File: src/rtl/ide_gate_pkg.sv
package ide_gate_pkg;
  localparam int IG_NUM_CH = 2;

  typedef enum logic [2:0] {
    HIT_NONE,
    HIT_SEL,
    HIT_TF,
    HIT_CTL,
    HIT_EN,
    HIT_STAT,
    HIT_ID
  } hit_kind_e;

  typedef struct packed {
    hit_kind_e  kind;
    logic       ch;
    logic [2:0] idx;
  } hit_t;
endpackage

File: src/rtl/ig_decode.sv
module ig_decode
  import ide_gate_pkg::*;
#(
  parameter int ADDR_W    = 14,
  parameter int CH0_BASE  = 'h2000,
  parameter int CH_SPAN   = 'h1000,
  parameter int STRIDE_SH = 6,
  parameter int NREG      = 8,
  parameter int EN_OFS    = 'h200,
  parameter int STAT_OFS  = 'h290,
  parameter int CTL_OFS   = 'h380,
  parameter int ID_OFS    = 'h280,
  parameter int ID_STEP   = 4,
  parameter int ID_BITS   = 4,
  parameter int SEL_OFS   = 0
) (
  input  logic [ADDR_W-1:0] addr,
  output hit_t              hit
);
  localparam int unsigned TF_SPAN  = NREG << STRIDE_SH;
  localparam int unsigned LOW_MASK = (1 << STRIDE_SH) - 1;

  always_comb begin
    int unsigned a;
    int unsigned base;
    a        = 32'(addr);
    hit.kind = HIT_NONE;
    hit.ch   = 1'b0;
    hit.idx  = 3'd0;
    if (a == SEL_OFS) hit.kind = HIT_SEL;
    for (int c = 0; c < IG_NUM_CH; c++) begin
      base = CH0_BASE + c * CH_SPAN;
      if (a >= base && a < base + TF_SPAN && (a & LOW_MASK) == 0) begin
        hit.kind = HIT_TF;
        hit.ch   = 1'(c);
        hit.idx  = 3'((a - base) >> STRIDE_SH);
      end
      if (a == base + CTL_OFS) begin
        hit.kind = HIT_CTL;
        hit.ch   = 1'(c);
      end
      if (a == base + EN_OFS) begin
        hit.kind = HIT_EN;
        hit.ch   = 1'(c);
      end
      if (a == base + STAT_OFS) begin
        hit.kind = HIT_STAT;
        hit.ch   = 1'(c);
      end
      if (c == 0) begin
        for (int k = 0; k < ID_BITS; k++) begin
          if (a == base + ID_OFS + k * ID_STEP) begin
            hit.kind = HIT_ID;
            hit.idx  = 3'(k);
          end
        end
      end
    end
  end
endmodule

File: src/rtl/ig_chan_en.sv
module ig_chan_en (
  input  logic clk,
  input  logic rst_n,
  input  logic arm,
  input  logic disarm,
  output logic en
);
  always_ff @(posedge clk or negedge rst_n) begin
    if (!rst_n)      en <= 1'b0;
    else if (arm)    en <= 1'b1;
    else if (disarm) en <= 1'b0;
  end

  p_arm_sets_r2: assert property (@(posedge clk) disable iff (!rst_n)
    arm |=> en);
  p_disarm_clears_r2: assert property (@(posedge clk) disable iff (!rst_n)
    (disarm && !arm) |=> !en);
  p_idle_holds_r10: assert property (@(posedge clk) disable iff (!rst_n)
    (!arm && !disarm) |=> $stable(en));
endmodule

File: src/rtl/ig_select.sv
module ig_select #(
  parameter int DATA_W  = 8,
  parameter int EXT_BIT = 5
) (
  input  logic              clk,
  input  logic              rst_n,
  input  logic              wr_hit,
  input  logic [DATA_W-1:0] wdata,
  output logic              ext_en,
  output logic              rom_rewind
);
  always_ff @(posedge clk or negedge rst_n) begin
    if (!rst_n) begin
      ext_en     <= 1'b0;
      rom_rewind <= 1'b0;
    end else begin
      rom_rewind <= wr_hit && (wdata == '0);
      if (wr_hit) ext_en <= wdata[EXT_BIT];
    end
  end

  p_rewind_clears_r9: assert property (@(posedge clk) disable iff (!rst_n)
    rom_rewind |-> !ext_en);
  p_rewind_needs_write_r9: assert property (@(posedge clk) disable iff (!rst_n)
    !wr_hit |=> !rom_rewind);
endmodule

File: src/rtl/ig_rdmux.sv
module ig_rdmux
  import ide_gate_pkg::*;
#(
  parameter int DATA_W    = 8,
  parameter int ID_BITS   = 4,
  parameter int CARD_TYPE = 3
) (
  input  hit_t                 hit,
  input  logic [IG_NUM_CH-1:0] drv_irq,
  input  logic [DATA_W-1:0]    drv_rdata,
  output logic [DATA_W-1:0]    rd_byte
);
  localparam logic [ID_BITS-1:0] TYPE_V = ID_BITS'(CARD_TYPE);

  always_comb begin
    rd_byte = '0;
    unique case (hit.kind)
      HIT_STAT:       rd_byte[0] = drv_irq[hit.ch];
      HIT_ID:         rd_byte[0] = TYPE_V[hit.idx[1:0]];
      HIT_TF, HIT_CTL: rd_byte   = drv_rdata;
      default:        rd_byte    = '0;
    endcase
  end
endmodule

File: src/rtl/ide_irq_gate.sv
module ide_irq_gate
  import ide_gate_pkg::*;
#(
  parameter int ADDR_W    = 14,
  parameter int DATA_W    = 8,
  parameter int CARD_TYPE = 3,
  parameter int EXT_BIT   = 5
) (
  input  logic                 clk,
  input  logic                 rst_n,
  input  logic [ADDR_W-1:0]    bus_addr,
  input  logic                 bus_rd,
  input  logic                 bus_wr,
  input  logic [DATA_W-1:0]    bus_wdata,
  output logic [DATA_W-1:0]    bus_rdata,
  input  logic [IG_NUM_CH-1:0] drv_irq,
  output logic                 host_irq,
  output logic [IG_NUM_CH-1:0] tf_cs,
  output logic [IG_NUM_CH-1:0] ctl_cs,
  output logic [2:0]           drv_reg,
  output logic                 drv_rd,
  output logic                 drv_wr,
  input  logic [DATA_W-1:0]    drv_rdata,
  output logic                 ext_en,
  output logic                 rom_rewind
);
  hit_t                 hit;
  logic                 eff_rd;
  logic                 any_acc;
  logic                 win_hit;
  logic [IG_NUM_CH-1:0] ch_en;
  logic [DATA_W-1:0]    rd_byte;

  assign eff_rd  = bus_rd && !bus_wr;
  assign any_acc = bus_rd || bus_wr;
  assign win_hit = (hit.kind == HIT_TF) || (hit.kind == HIT_CTL);

  ig_decode #(.ADDR_W(ADDR_W)) u_dec (
    .addr (bus_addr),
    .hit  (hit)
  );

  for (genvar c = 0; c < IG_NUM_CH; c++) begin : g_ch
    logic sel_me;
    assign sel_me = (hit.kind == HIT_EN) && (hit.ch == 1'(c));
    ig_chan_en u_en (
      .clk    (clk),
      .rst_n  (rst_n),
      .arm    (bus_wr && sel_me),
      .disarm (eff_rd && sel_me),
      .en     (ch_en[c])
    );
    assign tf_cs[c]  = any_acc && (hit.kind == HIT_TF)  && (hit.ch == 1'(c));
    assign ctl_cs[c] = any_acc && (hit.kind == HIT_CTL) && (hit.ch == 1'(c));
  end

  assign host_irq = |(drv_irq & ch_en);
  assign drv_reg  = (hit.kind == HIT_TF) ? hit.idx : 3'd0;
  assign drv_rd   = eff_rd && win_hit;
  assign drv_wr   = bus_wr && win_hit;

  ig_select #(.DATA_W(DATA_W), .EXT_BIT(EXT_BIT)) u_sel (
    .clk        (clk),
    .rst_n      (rst_n),
    .wr_hit     (bus_wr && (hit.kind == HIT_SEL)),
    .wdata      (bus_wdata),
    .ext_en     (ext_en),
    .rom_rewind (rom_rewind)
  );

  ig_rdmux #(.DATA_W(DATA_W), .CARD_TYPE(CARD_TYPE)) u_mux (
    .hit       (hit),
    .drv_irq   (drv_irq),
    .drv_rdata (drv_rdata),
    .rd_byte   (rd_byte)
  );

  always_ff @(posedge clk or negedge rst_n) begin
    if (!rst_n)      bus_rdata <= '0;
    else if (eff_rd) bus_rdata <= rd_byte;
    else             bus_rdata <= '0;
  end

  p_quiet_r4: assert property (@(posedge clk) disable iff (!rst_n)
    (ch_en == '0) |-> !host_irq);
  p_cs_onehot_r7: assert property (@(posedge clk) disable iff (!rst_n)
    $onehot0({tf_cs, ctl_cs}));
  p_undecoded_zero_r10: assert property (@(posedge clk) disable iff (!rst_n)
    (eff_rd && hit.kind == HIT_NONE) |=> (bus_rdata == '0));
  p_dual_strobe_r11: assert property (@(posedge clk) disable iff (!rst_n)
    (bus_rd && bus_wr) |=> (bus_rdata == '0));
  p_enable_read_zero_r2: assert property (@(posedge clk) disable iff (!rst_n)
    (eff_rd && hit.kind == HIT_EN) |=> (bus_rdata == '0));
endmodule

File: config.mk
export PLATFORM = sky130hd
export DESIGN_NAME = ide_irq_gate
export DESIGN_NICKNAME = d
export VERILOG_FILES = /design/src/rtl/ide_gate_pkg.sv /design/src/rtl/ig_decode.sv /design/src/rtl/ig_chan_en.sv /design/src/rtl/ig_select.sv /design/src/rtl/ig_rdmux.sv /design/src/rtl/ide_irq_gate.sv
export SDC_FILE = /design/constraint.sdc
export NUM_CORES = 1
export LEC_CHECK = 0
export ABC_AREA = 0
export BUFFER_PORTS_ARGS = -buffer_cell sky130_fd_sc_hd__buf_2
export CAP_MARGIN = 15
export CORE_ASPECT_RATIO = 1.4
export CORE_MARGIN = 8
export CORE_UTILIZATION = 43
export CTS_BUF_LIST = sky130_fd_sc_hd__clkbuf_16
export CTS_CLUSTER_SIZE = 20
export DETAILED_ROUTE_END_ITERATION = 12
export PLACE_DENSITY = 0.9
export SLEW_MARGIN = 30
export SYNTH_ARGS = -nofsm -noshare
export SYNTH_HDL_FRONTEND = slang
export SYNTH_SLANG_ARGS = --single-unit
export TNS_END_PERCENT = 20
File: constraint.sdc
create_clock -name clk -period 3 [get_ports clk]
set_input_delay 0.15 -clock clk [delete_from_list [all_inputs] [get_ports clk]]
set_output_delay 0.15 -clock clk [all_outputs]
set_load 0.005 [all_outputs]
# Word-level counts from Yosys, hierarchy flattened
# Cells that the tools add are included.
op_classes:
  muxes: 29
  add_sub_neg: 2
  order_cmp: 6
  bitwise: 2
  n_eq_ne: 16
  reduce_logical: 31
ops:
  columns: ["op", "n"]
  rows:
  - ["$eq A14 B14 Y1 const B", 10]
  - ["$logic_not A32 Y1", 1]
  - ["$ge A14 B14 Y1 const B", 2]
  - ["$lt A14 B14 Y1 const B", 2]
  - ["$mux W3", 9]
  - ["$mux W4", 6]
  - ["$logic_and A1 B1 Y1", 21]
  - ["$mux W7", 3]
  - ["$sub A9 B1 Y9 const B", 2]
  - ["$logic_not A14 Y1", 1]
  - ["$eq A3 B3 Y1 const B", 3]
  - ["$logic_not A8 Y1", 1]
  - ["$mux W1", 8]
  - ["$mux W8", 1]
  - ["$eq A3 B2 Y1 const B", 2]
  - ["$reduce_bool A2 Y1", 2]
  - ["$reduce_or A2 Y1", 2]
  - ["$eq A3 B1 Y1 const B", 1]
  - ["$lt A2 B3 Y1 const B", 1]
  - ["$pmux W1 S3", 1]
  - ["$and A2 B2 Y2", 1]
  - ["$bmux W1 S2", 1]
  - ["$logic_or A1 B1 Y1", 2]
  - ["$lt A1 B2 Y1 const B", 1]
  - ["2 further kinds", 2]
totals:
  register_bits: 12
  inputBits: 36
  wordCells: 91

# Longest topological paths before layout
logic_depth:
  depth_word: 20
  depth_mapped: 5

# Cells and area by module
# A second synthesis with hierarchy kept.
unflattened:
  cells_unflattened: 90
  area_unflattened_um2: 897.1
by_module_without_submodules:
  columns: ["module", "cells_each", "n_inst", "area_per_inst_um2", "seq_area_each_um2"]
  rows:
  - ["ide_irq_gate", 39, 1, 421.7, 200.2]
  - ["ig_decode", 26, 1, 212.7, 0.0]
  - ["ig_rdmux", 13, 1, 100.1, 0.0]
  - ["ig_select", 6, 1, 90.1, 50.0]
  - ["ig_chan_en", 3, 2, 36.3, 25.0]

# Worst setup path before layout
# OpenSTA, ideal clock, no wires.
synth_timing:
  kind: "input to register"
  startpoint: "input bus_addr[10]"
  endpoint: "register bus_rdata[0]"
  slack_ps: 1285
  stages: 5
  n_path_buf: 0
  required_time_ps: 2904
  setup_time_ps: 96
  arrival_ps: 1619
  cell_sequence: "or4b_4 -> or3_4 -> a2111oi_2 -> o21ai_0 -> o32ai_2"
synth_between:
  elab_chain_len: 19
synth_lines:
  columns: ["item", "line", "text"]
  rows:
  - ["start: declaration", "ide_irq_gate.sv:11", "input logic [ADDR_W-1:0] bus_addr,"]
  - ["$ge A14 B14 Y1 / $lt A14 B14 Y1 (equally long branches)", "ig_decode.sv:33", "if (a >= base && a < base + TF_SPAN && (a & LOW_MASK) == 0) begin"]
  - ["$logic_and A1 B1 Y1 (2 in series)", "ig_decode.sv:33", null]
  - ["$mux W7", "ig_decode.sv:33", null]
  - ["$mux W4", "ig_decode.sv:38", "if (a == base + CTL_OFS) begin"]
  - ["$mux W4", "ig_decode.sv:42", "if (a == base + EN_OFS) begin"]
  - ["$mux W4", "ig_decode.sv:46", "if (a == base + STAT_OFS) begin"]
  - ["$mux W3 (4 in series)", "ig_decode.sv:52", "if (a == base + ID_OFS + k * ID_STEP) begin"]
  - ["$mux W7", "ig_decode.sv:33", null]
  - ["$mux W4", "ig_decode.sv:38", null]
  - ["$mux W4", "ig_decode.sv:42", null]
  - ["$mux W4", "ig_decode.sv:46", null]
  - ["$eq A3 B2 Y1", "ig_rdmux.sv:17", "unique case (hit.kind)"]
  - ["$reduce_or A2 Y1", "ig_rdmux.sv:17", null]
  - ["$pmux W1 S3 *", "ig_rdmux.sv:17", null]
  - ["$mux W8 *", "ide_irq_gate.sv:80", "else if (eff_rd) bus_rdata <= rd_byte;"]
  - ["end signal: assignment", "ide_irq_gate.sv:80", null]
  - ["end: declaration", "ide_irq_gate.sv:15", "output logic [DATA_W-1:0] bus_rdata,"]
# Every way passes the cells marked *; elsewhere a longest branch is shown, timed or not. The select of a mux whose other input is x is not followed.
# A chain may end at the register's enable or synchronous reset.

# Worst setup path after layout
layout_timing:
  startpoint: "input bus_addr[10]"
  endpoint: "output tf_cs[0]"
layout_between:
  elab_chain_len: 18
layout_lines:
  columns: ["item", "line", "text"]
  rows:
  - ["$ge A14 B14 Y1 / $lt A14 B14 Y1 (equally long branches)", "ig_decode.sv:33", null]
  - ["$logic_and A1 B1 Y1 (2 in series)", "ig_decode.sv:33", null]
  - ["$mux W7", "ig_decode.sv:33", null]
  - ["$mux W4", "ig_decode.sv:38", null]
  - ["$mux W4", "ig_decode.sv:42", null]
  - ["$mux W4", "ig_decode.sv:46", null]
  - ["$mux W3 (4 in series)", "ig_decode.sv:52", null]
  - ["$mux W7", "ig_decode.sv:33", null]
  - ["$mux W4", "ig_decode.sv:38", null]
  - ["$mux W4", "ig_decode.sv:42", null]
  - ["$mux W4 *", "ig_decode.sv:46", null]
  - ["$eq A3 B2 Y1", "ide_irq_gate.sv:53", "assign tf_cs[c] = any_acc && (hit.kind == HIT_TF) && (hit.ch == 1'(c));"]
  - ["$logic_and A1 B1 Y1", "ide_irq_gate.sv:53", null]
  - ["$logic_and A1 B1 Y1 *", "ide_irq_gate.sv:53", null]
  - ["end: declaration", "ide_irq_gate.sv:18", "output logic [IG_NUM_CH-1:0] tf_cs,"]
# Every way passes the cells marked *; elsewhere a longest branch is shown, timed or not.

==> reports/results.ini <==
[sta]
setup_viol = 0
max-slew-margin-rel = 0.621
slew_violations = 0
fin_tns_setup_ps = 0
rsz0062_at_grt = false
worst_slack_ps = 957
finClkSkew_ps = 0
tightest_slew_ps = 561
period_needed_ps = 2040
fmax_mhz = 490
final_hold_viol_count = 0
post-route-period-util = 0.681

[placement]
place_congestion = 0.857
dp_hpwl_microns = 2180
io_buffers = 55
dp_slack_ps = 1010

[power]
p_total_mw = 0.454
seqPwrFrac = 0.358
p_leak_nw = 0.612
swShare = 0.206
share_comb_of_total_power = 0.121
p_int_mw = 0.361
peakVddDrop_uv = 182
p_sw_mw = 0.0935
powerDensity_nw_per_um2 = 385
p_clk_frac = 0.521

[cts]
tritoncts = built
hold_buffers = 1
cts-buffers-inserted = 3
cts_buffer_depth = 2
cts-root-buf = clkbuf_16
post_cts_buffers = 0
cts_sinks = 12
cts_resized = 0
clock_latency_ps = 230
path_clk_slew_ps = 40
htree_levels = 1

[layout]
syn_to_final_growth_pct = 48.5
layout_commonest_cell = buf_2
nets = 180
nFillCells = 139
register_area_sq_um = 300
multi_input_area_sq_um = 483
layout_common_cells = buf_2, and2_1, dfrtp_1
antennaDiodeCount = 0
drive_gt1_frac = 0.465

[logic_synthesis]
syn_avg_cell_area_sq_um = 9.57
synthArstFlopShare = 1.00
synth-seq-area-share = 0.378
synth-seq-cells = 12
syn_nets = 119
synth_ff_type = dfrtp_1
ys_types = 34
yosysTopAreaCellShare = 0.378
synth_cells = 83
yosys_warnings = 0
synth_edf_count = 0
synthesis.area_sq_um = 795
yosysTopAreaCell = dfrtp_1
yosys-top-cells-area = dfrtp_1, and2_1, nor4_1

[floorplanning]
core_area_sq_um = 1760
die_height_microns = 66.9
start_util = 0.452
die_x_microns = 52.3
core.rowCount = 18
io_pins = 56
die_area_sq_um = 3500

[drt]
top_layer = met4
wl_met2_microns = 1430
wl_microns = 2700
drc = 0
wl_per_cell_microns = 16.6
ant_nets = 0
wl_met1_microns = 934
met3_length_microns = 301
dr.pass1.iters = 4
vias_per_cell = 5.71
vias = 925
drtIter0Drc = 22

[outcome]
outcome = finished, final reports clean

[min_path]
hold_path.class = input port to register
hold_start = drv_rdata[2]

[critical_path]
required_ps = 2850
r2r-start = u_sel.ext_en
end_kind = output pin
crit_arrival_ps = 1890
crit_path_max_fanout = 5
startpoint_type = input port
crit_type = input port to output pin
crit_start = bus_addr[10]
r2r_slack_ps = 2240

[global_routing]
grt_antenna_before_repair = 0
grt_pass1_wl_microns = 4280
grt_max_degree = 13
grt.overflow.total = 0
grt_pass1_vias = 963
grt_usage = 0.161

[flow_run]
max-cap-violations = 0

-- layer usage --
metal / global-route usage / vias up
met2: 0.296 / 57
met4: 0.0682 / 0
met1: 0.159 / 428
li1: - / 437
met3: 0.0445 / 3
met5: 0 / -
-- path summary, 6_finish.rpt --
kind	cells past startpoint	to
max in group asynchronous	2	bus_rdata[5]
max	7	tf_cs[0]
min reg2reg	1	g_ch[1].u_en.en
min in group asynchronous	2	bus_rdata[2]
max reg2reg	1	u_sel.ext_en
min	2	bus_rdata[2]
-- stage by stage --
stage / std cells / area, sq um / utilization / hold slack, ps
final: 162 / 1180 / 0.672 / 126
after global routing: 162 / 1180 / 0.672 / 129
after CTS: 162 / 1180 / 0.672 / 129
after detailed placement: 158 / 1090 / 0.623 / 31.1
after global placement: 158 / 1090 / 0.623 / 26.1
after floorplan: 83 / 795 / - / -146
-- cells in the mapped netlist, types with 3 or more instances --
| cell | instances |
|---|---|
| and2_1 | 12 |
| dfrtp_1 | 12 |
| nor4_1 | 7 |
| nor2_1 | 5 |
| nand2_1 | 4 |
| a22o_1 | 3 |
| inv_1 | 3 |
| nand4_1 | 3 |
| nor2b_1 | 3 |
-- registers in the layout (all words and copies together) (netlist names) --
name and count:
u_sel.rom_rewind 1, g_ch.u_en.en 2, bus_rdata 8, u_sel.ext_en 1
-- logic make-up (layout without fill, tap and decap cells) --
group | after synthesis | in the layout | share of synthesized area
flops | 12 | 12 | 0.378
compound gates | 11 | 11 | 0.124
buf+inv | 3 | 62 | 0.0142
xor+xnor | 1 | 1 | 0.0110
simple gates | 54 | 54 | 0.446
mux | 2 | 2 | 0.0268
-- area by class of cell --
class,instances,area share
Timing Repair Buffer,56,0.242
Inverter,3,0.00954
Clock buffer,3,0.0636
Multi-Input combinational cell,68,0.409
Sequential cell,12,0.255
Tap cell,20,0.0212
-- critical path, stage by stage --
cell and delay (ps):
buf_2 120, or4b_4 540, or3_4 390, a31oi_1 260
nor2b_1 130, and3b_1 180, buf_2 120
-- power by group through the flow --
stage / combinational, mW / clock (mW) / sequential, mW
floorplan: 0.0142 / 0 / 0.165
global placement: 0.0508 / 0 / 0.165
detailed placement: 0.0528 / 0 / 0.165
CTS: 0.0547 / 0.240 / 0.163
global route: 0.0605 / 0.251 / 0.163
finish: 0.0549 / 0.237 / 0.163
Power figures use the tool's default switching activity.
